### src/rtl/spi_burst_engine.sv
module spi_burst_engine #(
  parameter int CNT_W = 24
) (
  input  logic             clk,
  input  logic             rst_n,
  input  logic             cfg_we,
  input  logic [31:0]      cfg_wdata,
  input  logic [CNT_W-1:0] burst_cnt,
  input  logic [CNT_W-1:0] tx_cnt,
  input  logic             tc_clr,
  input  logic             tick,
  input  logic [7:0]       txf_data,
  input  logic             txf_empty,
  output logic             txf_pop,
  output logic [7:0]       rxf_data,
  output logic             rxf_push,
  output logic             running,
  output logic             tc_flag,
  output logic             sck,
  output logic             mosi,
  output logic [3:0]       ss,
  input  logic             miso
);

  logic             pha, pol, act_hi, man, man_lvl, discard, lsb;
  logic [1:0]       sel;
  logic [CNT_W-1:0] bleft, tleft;
  logic             inbyte, from_fifo;
  logic [3:0]       edge_n;
  logic [7:0]       tsh, rsh, rx_nxt;

  wire start   = cfg_we & cfg_wdata[31] & ~running;
  wire tx_more = (tleft != '0);
  wire load_ok = running & ~inbyte & (bleft != '0) & (~tx_more | ~txf_empty);
  wire fin     = running & ~inbyte & (bleft == '0);
  wire lead    = ~edge_n[0];
  wire samp    = inbyte & tick & (lead ^ pha);
  wire shft    = inbyte & tick & ~(lead ^ pha) & (edge_n != 4'd0);
  wire last    = inbyte & tick & (edge_n == 4'd15);

  assign txf_pop = load_ok & tx_more;
  assign sck     = pol ^ (inbyte & edge_n[0]);
  assign mosi    = lsb ? tsh[0] : tsh[7];

  always_comb begin
    rx_nxt = rsh;
    if (samp) rx_nxt = lsb ? {miso, rsh[7:1]} : {rsh[6:0], miso};
  end

  always_comb begin
    for (int i = 0; i < 4; i++) begin
      if (sel == 2'(i)) ss[i] = man ? man_lvl : (running ? act_hi : ~act_hi);
      else              ss[i] = ~act_hi;
    end
  end

  always_ff @(posedge clk or negedge rst_n) begin
    if (!rst_n) begin
      {pha, pol, act_hi, man, man_lvl, discard, lsb} <= '0;
      sel       <= '0;
      running   <= 1'b0;
      tc_flag   <= 1'b0;
      bleft     <= '0;
      tleft     <= '0;
      inbyte    <= 1'b0;
      from_fifo <= 1'b0;
      edge_n    <= '0;
      tsh       <= '0;
      rsh       <= '0;
      rxf_data  <= '0;
      rxf_push  <= 1'b0;
    end else begin
      rxf_push <= 1'b0;
      if (cfg_we && !running) begin
        pha     <= cfg_wdata[0];
        pol     <= cfg_wdata[1];
        act_hi  <= cfg_wdata[2];
        sel     <= cfg_wdata[5:4];
        man     <= cfg_wdata[6];
        man_lvl <= cfg_wdata[7];
        discard <= cfg_wdata[8];
        lsb     <= cfg_wdata[12];
        running <= cfg_wdata[31];
        if (cfg_wdata[31]) begin
          bleft <= burst_cnt;
          tleft <= tx_cnt;
        end
      end
      if (start)       tc_flag <= 1'b0;
      else if (fin)    tc_flag <= 1'b1;
      else if (tc_clr) tc_flag <= 1'b0;
      if (fin) running <= 1'b0;
      if (load_ok) begin
        inbyte    <= 1'b1;
        edge_n    <= '0;
        from_fifo <= tx_more;
        tsh       <= tx_more ? txf_data : 8'h00;
        if (tx_more) tleft <= tleft - 1'b1;
      end
      if (inbyte && tick) edge_n <= edge_n + 4'd1;
      if (shft) tsh <= lsb ? {1'b0, tsh[7:1]} : {tsh[6:0], 1'b0};
      rsh <= rx_nxt;
      if (last) begin
        inbyte   <= 1'b0;
        bleft    <= bleft - 1'b1;
        rxf_data <= rx_nxt;
        rxf_push <= ~(discard & from_fifo);
      end
    end
  end

  a_r6_pop_has_data: assert property (@(posedge clk) disable iff (!rst_n)
    txf_pop |-> !txf_empty);

  a_r4_one_line_active: assert property (@(posedge clk) disable iff (!rst_n)
    $countones(ss ^ {4{~act_hi}}) <= 1);

  a_r8_flag_with_end: assert property (@(posedge clk) disable iff (!rst_n)
    $rose(tc_flag) |-> !running);

  a_r9_starved_stall: assert property (@(posedge clk) disable iff (!rst_n)
    (running && !inbyte && txf_empty && tx_more) |=> !inbyte);

  a_r7_discard_holds: assert property (@(posedge clk) disable iff (!rst_n)
    rxf_push |-> !(discard && from_fifo));

  a_r10_cfg_frozen: assert property (@(posedge clk) disable iff (!rst_n)
    (running && $past(running)) |-> $stable({sel, lsb, pha, pol, act_hi}));

endmodule

### config.mk
export PLATFORM = sky130hd
export DESIGN_NAME = spi_burst_engine
export DESIGN_NICKNAME = d
export VERILOG_FILES = /design/src/rtl/spi_burst_engine.sv
export SDC_FILE = /design/constraint.sdc
export NUM_CORES = 1
export LEC_CHECK = 0
export BUFFER_PORTS_ARGS = -buffer_cell sky130_fd_sc_hd__buf_2
export CAP_MARGIN = 0
export CORE_UTILIZATION = 54
export DETAILED_ROUTE_END_ITERATION = 10
export GPL_TIMING_DRIVEN = 0
export PLACE_DENSITY = 0.8
export SLEW_MARGIN = 10
export SYNTH_ARGS = -nofsm -noshare
export SYNTH_HDL_FRONTEND = slang
export SYNTH_SLANG_ARGS = --single-unit
export TNS_END_PERCENT = 30
### constraint.sdc
create_clock -name clk -period 3.7 [get_ports clk]
set_input_delay 0.74 -clock clk [delete_from_list [all_inputs] [get_ports clk]]
set_output_delay 0.74 -clock clk [all_outputs]
set_load 0.01 [all_outputs]
; Yosys cells after proc, flatten, opt, wreduce, memory -nomap -nowiden
; Cells that the tools add are included.
[classes]
add_sub_neg = 3
mul = 0
div_mod_pow = 0
n_lt_le_gt_ge = 0
eq_ne = 4
shifts = 0
mux = 30
n_bitwise = 25
reduce_logical = 16
[ops]
columns = operator, count
row1 = $mux 24, 7
row2 = $mux 8, 6
row3 = $reduce_bool 24->1, 2
row4 = $sub 24x1->24 const B, 2
row5 = $logic_not 24->1, 1
row6 = $mux 1, 15
row7 = $and 1x1->1, 14
row8 = $reduce_bool 2->1, 6
row9 = $mux 4, 2
row10 = $not 1->1, 8
row11 = $add 4x1->4 const B, 1
row12 = $eq 2x2->1 const B, 2
row13 = $eq 4x4->1 const B, 1
row14 = $reduce_bool 4->1, 1
row15 = $reduce_bool 3->1, 1
row16 = $eq 2x1->1 const B, 1
row17 = $logic_and 1x1->1, 2
row18 = $logic_not 2->1, 1
row19 = $reduce_and 2->1, 1
row20 = $xor 1x1->1, 2
row21 = $logic_not 1->1, 1
row22 = $or 1x1->1, 1
[totals]
ff_bits = 90
latch_bits = 0
ramBits = 0
romBits = 0
input_bits = 95
out_inout_bits = 18
memories = 0

; Logic depth before layout (Yosys ltp)
; Gate-level depths: netlist of run 1.
[logic_depth]
ltp_word = 6
ltp_mapped = 10
depth_no_buf = 9

; Worst setup path after synthesis of run 1
; OpenSTA, ideal clock, no wires.
[synth_path]
path_type = register to output
from = reg tleft[16]
to = out txf_pop
arrival_time_ps = 2262
setup_slack_ps = 698
stages_incl_launch_ff = 7
path_cell_list = dfrtp_1 -> or4_4 -> or4b_4 -> or3_4 -> nand2_4 -> inv_1 -> buf_2
[synth_between]
elab_chain_cells = 5
[synth_lines]
columns = element, line
row1 = "start, declared", 27  ; logic [CNT_W-1:0] bleft, tleft;
row2 = "start signal, assigned", 86  ; tleft <= tx_cnt;
row3 = "start signal, assigned", 98  ; if (tx_more) tleft <= tleft - 1'b1;
row4 = $reduce_bool 24->1 (*), 33  ; wire tx_more = (tleft != '0);
row5 = $not 1->1, 34  ; wire load_ok = running & ~inbyte & (bleft != '0) & (~tx_more | ~txf_empty);
row6 = $or 1x1->1, 34
row7 = $and 1x1->1, 34
row8 = $and 1x1->1 (*), 41  ; assign txf_pop = load_ok & tx_more;
row9 = "end, declared", 14  ; output logic txf_pop,
; Mark *: on every way between the ends. The rest lies on a longest branch, timed or not.

; Worst setup path in the final report of run 1
[layout_path]
from = reg tleft[17]
to = out txf_pop
; Same word-level chain as after synthesis.

==> results of run 1 <==
power by group:
| part | internal (mW) | switching [mW] | total, mW |
|---|---|---|---|
| sequential | 1.26 | 0.273 | 1.54 |
| clock | 0.420 | 0.370 | 0.790 |
| combinational | 0.418 | 0.486 | 0.904 |
| total | 2.10 | 1.13 | 3.23 |
registers in the layout, summed over array words and instances (netlist names), 2 cells and up:
register  flops
tleft        24
rxf_data      8
edge_n        4
sel           2
tsh           8
bleft        24
rsh           8
per-stage QoR:
stage / cell area, sq um / setup slack, ns / power [mW] / instances
detailed placement: 5400 / 0.323 / 2.42 / 715
CTS: 5650 / 0.0225 / 3.22 / 732
global placement: 5370 / 0.378 / 2.36 / 714
global route: 5680 / 0.00566 / 3.42 / 732
finish: 5680 / 0.0644 / 3.23 / 732
floorplan: 4790 / 0.698 / 2.11 / 519
area by class of cell:
cell class / instances / area (sq um)
multi-input cells: 387 / 2410
fillers: 706 / 2710
clock buffers: 11 / 151
clock inverters: 5 / 83.8
repair buffers: 92 / 488
plain buffers: 21 / 81.3
flip-flops and latches: 90 / 2250
inverters: 21 / 78.8
well taps: 105 / 131
synthesized netlist by cell type (2+ instances only):
master    count  area share
inv_1        21       0.016
or3_1         2      0.0026
nor2_1       61       0.048
nand2_1      70       0.055
nor3b_1       4      0.0063
a31oi_1       3      0.0039
nor3_1       24       0.025
xnor2_1       4      0.0073
a211oi_1      8       0.013
nand4_1       8       0.010
o22ai_1      11       0.014
mux2i_1      16       0.033
and2_1        5      0.0065
o32ai_1       4      0.0073
buf_2         2      0.0021
dfrtp_1      90        0.47
or4_1         3      0.0047
nand3_1      12       0.013
o211ai_1      3      0.0047
a21o_1        4      0.0063
o221a_2      10       0.024
o21a_1        7       0.011
o21ai_0      20       0.021
o31ai_1       2      0.0031
a22oi_1       6      0.0094
nand2b_1      3      0.0039
buf_1         3      0.0024
or3_2         3      0.0047
nor4_1        8       0.010
a311oi_1      6       0.011
mux2_2       10       0.024
xor2_1        2      0.0037
a21oi_1      32       0.033
a221o_1      11       0.023
ha_1          4       0.010
nand3b_1      2      0.0031
and3_1        2      0.0026
clkbuf_1     16       0.013
metal layers:
metal / part of all wire / vias up / GRT usage
met5: 0 / - / 0
met4: 0.016 / 0 / 0.0871
met3: 0.071 / 22 / 0.0458
met2: 0.48 / 194 / 0.464
met1: 0.44 / 2169 / 0.376
li1: - / 2110 / -
path summary, 6_finish.rpt:
check | cells past startpoint | start | end | slack, ns
max | 7 | tleft[17] | txf_pop | 0.06
min | 1 | rst_n | tsh[2] | 0.38
max reg2reg | 7 | tleft[17] | tsh[0] | 0.74
min reg2reg | 1 | discard | rxf_push | 0.45
max in group asynchronous | 2 | rst_n | bleft[2] | 2.69
min in group clk | 1 | discard | rxf_push | 0.45
cell families (layout without fill, tap and decap cells):
logic type	count (synthesis)	in the layout	share of synthesized area
flops	90	90	0.471
fa+ha+maj	4	4	0.0105
simple gates	216	216	0.215
buf+inv	42	150	0.0335
xor+xnor	6	6	0.0110
compound gates	135	135	0.203
mux	26	26	0.0570
repair_timing:
item / in CTS / in global routing
endpoints found under the hold margin: 0 / 0
buffers inserted: 1 / 0
resized for setup: 1 / 5
pin swaps: 0 / 1
endpoints found under the setup margin: 1 / 1
hold buffers: 0 / 0
cloned: 0 / 0
==> flow_summary.yaml, run 1 <==
run_status:
  status: "finished clean"
clock_network:
  cts-root-buf: "clkbuf_8"
  cts.sinks: 90
  path_clk_slew_ns: 0.10
  numCtsBuffers: 9
  cts_tree: "yes"
  ctsHtreeMaxLevel: 3
  clk_latency_ns: 0.36
  cts_max_path_buffers: 2
die:
  die_x_um: 96.1
  core-area_sq_um: 8380
  placementRows: 33
  io_pins: 113
  die_y_um: 96.1
  die-area_sq_um: 9240
  initial_core_util: 0.571
route:
  dr.pass1.iters: 4
  drcViolationCount: 0
  drt-initial-drc-count: 318
  wire_per_inst_um: 16.7
  ant_nets: 0
  wl_um: 12300
  vias_per_cell: 6.14
  via_count: 4495
finish:
  drive_gt1_frac: 0.234
  fin_nets: 721
  diodes: 0
  area_growth_pct: 18.6
  layout_common_cells: "91 x buf_2, 90 x dfrtp_1, 70 x nand2_1, 61 x nor2_1, 32 x a21oi_1"
  layout_commonest_cell: "buf_2"
  fin_util: 0.677
yosys:
  ys_seq_area_frac: 0.471
  syn_area_sq_um: 4790
  synth_flop_cell: "dfrtp_1"
  avgSynthCellArea_sq_um: 9.22
  ys_warn_count: 0
  synth_edf_count: 0
  synthArstFlopShare: 1.00
  syn_nets: 618
  synth-seq-cells: 90
  synth.distinct_cells: 55
  synthCells: 519
timing:
  fin_worst_skew_ns: 0.0150
  finalHoldViolCount: 0
  holdWs_ns: 0.381
  max_slew_margin: 0.359
  finalSetupTns_ns: 0
  fmax_mhz: 275
  period_needed_ns: 3.64
  setup_violations: 0
  fin_crit_sh: 0.983
  slew_viol_final: 0
  tightest_slew_ns: 0.948
  rsz0062_at_grt: "no"
grt:
  grt_pass1_vias: 4163
  grt.total_usage: 0.280
  antenna_found_initial: 0
  grt_pass1_wl_um: 19800
  grt-ovfl-total: 0
  grt_start_max_net_pins: 48
placement:
  portBuffers: 90
  gp_congestion: 0.923
  dp_hpwl_um: 8600
worst_setup_path:
  path_cells: "or4_4 > or4b_4 > or3_4 > nand2_8 > inv_1 > buf_2 > buf_2"
  worst-path-buf-inv: 3
  worst_setup_path_end_kind: "output pin"
  start_kind: "flop"
  slowest_stage: "or4_4"
  cp.arrival_ns: 2.90
  crit_fanout: 10
  path_class: "reg -> out"
  cpPeakStageDelay_ns: 0.55
  crit_top_cell: "buf_2"
  critPathTopFamily: "simple AND/OR/NAND/NOR gates"
  cp.required_ns: 2.96
power_and_ir_drop:
  max-vdd-ir-drop_v: 0.000287
  power_density_nw_per_um2: 569
  leakage_nw: 2.48
min_path:
  hp-class: "in -> async"
run:
  max_cap_violations: 0
Note: power is estimated with default switching activity, not from simulation.
==> run 2, diff against run 1 <==
--- a/config.mk
+++ b/config.mk
@@ -6,11 +6,11 @@
 export NUM_CORES = 1
 export LEC_CHECK = 0
 export BUFFER_PORTS_ARGS = -buffer_cell sky130_fd_sc_hd__buf_2
-export CAP_MARGIN = 0
 export CORE_UTILIZATION = 54
 export DETAILED_ROUTE_END_ITERATION = 10
 export GPL_TIMING_DRIVEN = 0
 export PLACE_DENSITY = 0.8
+export SETUP_SLACK_MARGIN = 0.3
 export SLEW_MARGIN = 10
 export SYNTH_ARGS = -nofsm -noshare
 export SYNTH_HDL_FRONTEND = slang
==> run 2 against run 1 <==
Against the previous run:
- count of clock-buffer cells in the layout is the same
- maximum frequency increased by 8.0%
- largest power group unchanged
- via count grew 0.40%
- cell count grew 1.2%
- sequential power about the same
- critical endpoint unchanged
- core utilization increased by 1.2 points
==> flow_summary.yaml, run 2 (synthesis gave the netlist of run 1 again) <==
run_status:
  status: "finished clean"
route:
  wire_per_inst_um: 17.0
  dr.pass1.iters: 5
  wl_um: 12600
  drt-initial-drc-count: 315
  via_count: 4513
  drcViolationCount: 0
  ant_nets: 0
  vias_per_cell: 6.09
timing:
  fin_crit_sh: 0.910
  max_slew_margin: 0.359
  finalSetupTns_ns: 0
  finalHoldViolCount: 0
  tightest_slew_ns: 0.948
  fmax_mhz: 297
  fin_worst_skew_ns: 0.0151
  setup_violations: 0
  period_needed_ns: 3.37
  slew_viol_final: 0
  holdWs_ns: 0.387
  rsz0062_at_grt: "yes"
clock_network:
  cts.sinks: 90
  numCtsBuffers: 9
  ctsHtreeMaxLevel: 3
  clk_latency_ns: 0.36
  holdBufCountCts: 0
  path_clk_slew_ns: 0.10
  cts_tree: "yes"
  cts_max_path_buffers: 2
  cts-root-buf: "clkbuf_8"
finish:
  seq_area_sq_um: 2250
  layout_common_cells: "90 x dfrtp_1, 89 x buf_2, 70 x nand2_1, 61 x nor2_1, 32 x a21oi_1"
  layout_commonest_cell: "dfrtp_1"
  top_regs: "bleft x24, tleft x24"
  drive_gt1_frac: 0.248
  multiInputGateArea_sq_um: 2420
  fin_nets: 730
  fill_cells: 684
  diodes: 0
  area_growth_pct: 20.7
worst_setup_path:
  worst_setup_path_end_kind: "output pin"
  path_class: "reg -> out"
  cp.arrival_ns: 2.63
  slowest_stage: "or4_4"
  crit_fanout: 6
  cp.required_ns: 2.96
  start_kind: "flop"
  path_cells: "or4_4 > or4b_4 > or3_4 > nand2_8 > inv_6 > buf_6 > buf_6"
  crit_top_cell: "buf_6"
  critPathTopFamily: "simple AND/OR/NAND/NOR gates"
  worst-path-buf-inv: 3
  cpPeakStageDelay_ns: 0.55
power_and_ir_drop:
  power_density_nw_per_um2: 568
  max-vdd-ir-drop_v: 0.000286
  leakage_nw: 2.53
grt:
  grt_pass1_vias: 4206
  grt_pass1_wl_um: 20100
  antenna_found_initial: 0
  grt.total_usage: 0.284
  grt-ovfl-total: 0
  grt_start_max_net_pins: 48
min_path:
  hp-class: "in -> async"
die:
  initial_core_util: 0.571
  io_pins: 113
  placementRows: 33
  core-area_sq_um: 8380
  die_x_um: 96.1
  die_y_um: 96.1
  die-area_sq_um: 9240
run:
  max_cap_violations: 0
placement:
  dp_hpwl_um: 8600
  gp_congestion: 0.923
  portBuffers: 90
## run 2: final timing paths
| path | from | to | slack, ns | cells past startpoint |
|---|---|---|---|---|
| max in group asynchronous | rst_n | bleft[2] | 2.68 | 2 |
| hold / removal | rst_n | tsh[2] | 0.39 | 1 |
| setup reg to reg | tleft[16] | tsh[0] | 0.63 | 7 |
| setup / recovery | tleft[16] | txf_pop | 0.33 | 7 |
| hold reg to reg | discard | rxf_push | 0.45 | 1 |
| min in group clk | discard | rxf_push | 0.45 | 1 |
## run 2: metal layers
| metal | vias up | track usage | part of all wire |
|---|---|---|---|
| met5 | - | 0 | 0 |
| met4 | 0 | 0.0933 | 0.014 |
| met3 | 20 | 0.0419 | 0.081 |
| met2 | 208 | 0.467 | 0.48 |
| met1 | 2156 | 0.384 | 0.43 |
| li1 | 2129 | - | - |
## run 2: repair_timing
item | 4_1_cts | 5_1_grt
hold endpoints to repair | 0 | 0
pin swaps | 4 | 3
setup buffers | 6 | 4
endpoints found under the setup margin | 1 | 1
gates resized for setup | 7 | 7
## run 2: power by group
group          internal (mW)  switching (mW)
combinational          0.455           0.506
sequential              1.26           0.271
clock                  0.420           0.370
total                   2.14            1.15
## run 2: area by class of cell
class	count	area share
inverters	21	0.0145
clock buffers	11	0.0262
flip-flops and latches	90	0.390
repair buffers	101	0.0972
clock inverters	5	0.0145
well taps	105	0.0227
multi-input cells	387	0.420
plain buffers	21	0.0152
## run 2: worst register-to-register path, delay by kind of cell, from the launching register on
family                 cells  cell delay [ns]
buffers and inverters      1             0.17
flip-flops                 1             0.39
AO/OA/AOI/OAI              3             0.87
AND/OR/NAND/NOR            3             1.51
## run 2: per-stage QoR
stage	area, sq um	cells	util	setup WS [ns]	total power [mW]
floorplan	4790	519	-	0.698	2.11
global placement	5370	714	0.640	0.378	2.36
detailed placement	5400	715	0.644	0.323	2.42
CTS	5710	737	0.681	0.300	3.24
global route	5780	741	0.689	0.287	3.47
finish	5780	741	0.689	0.334	3.28
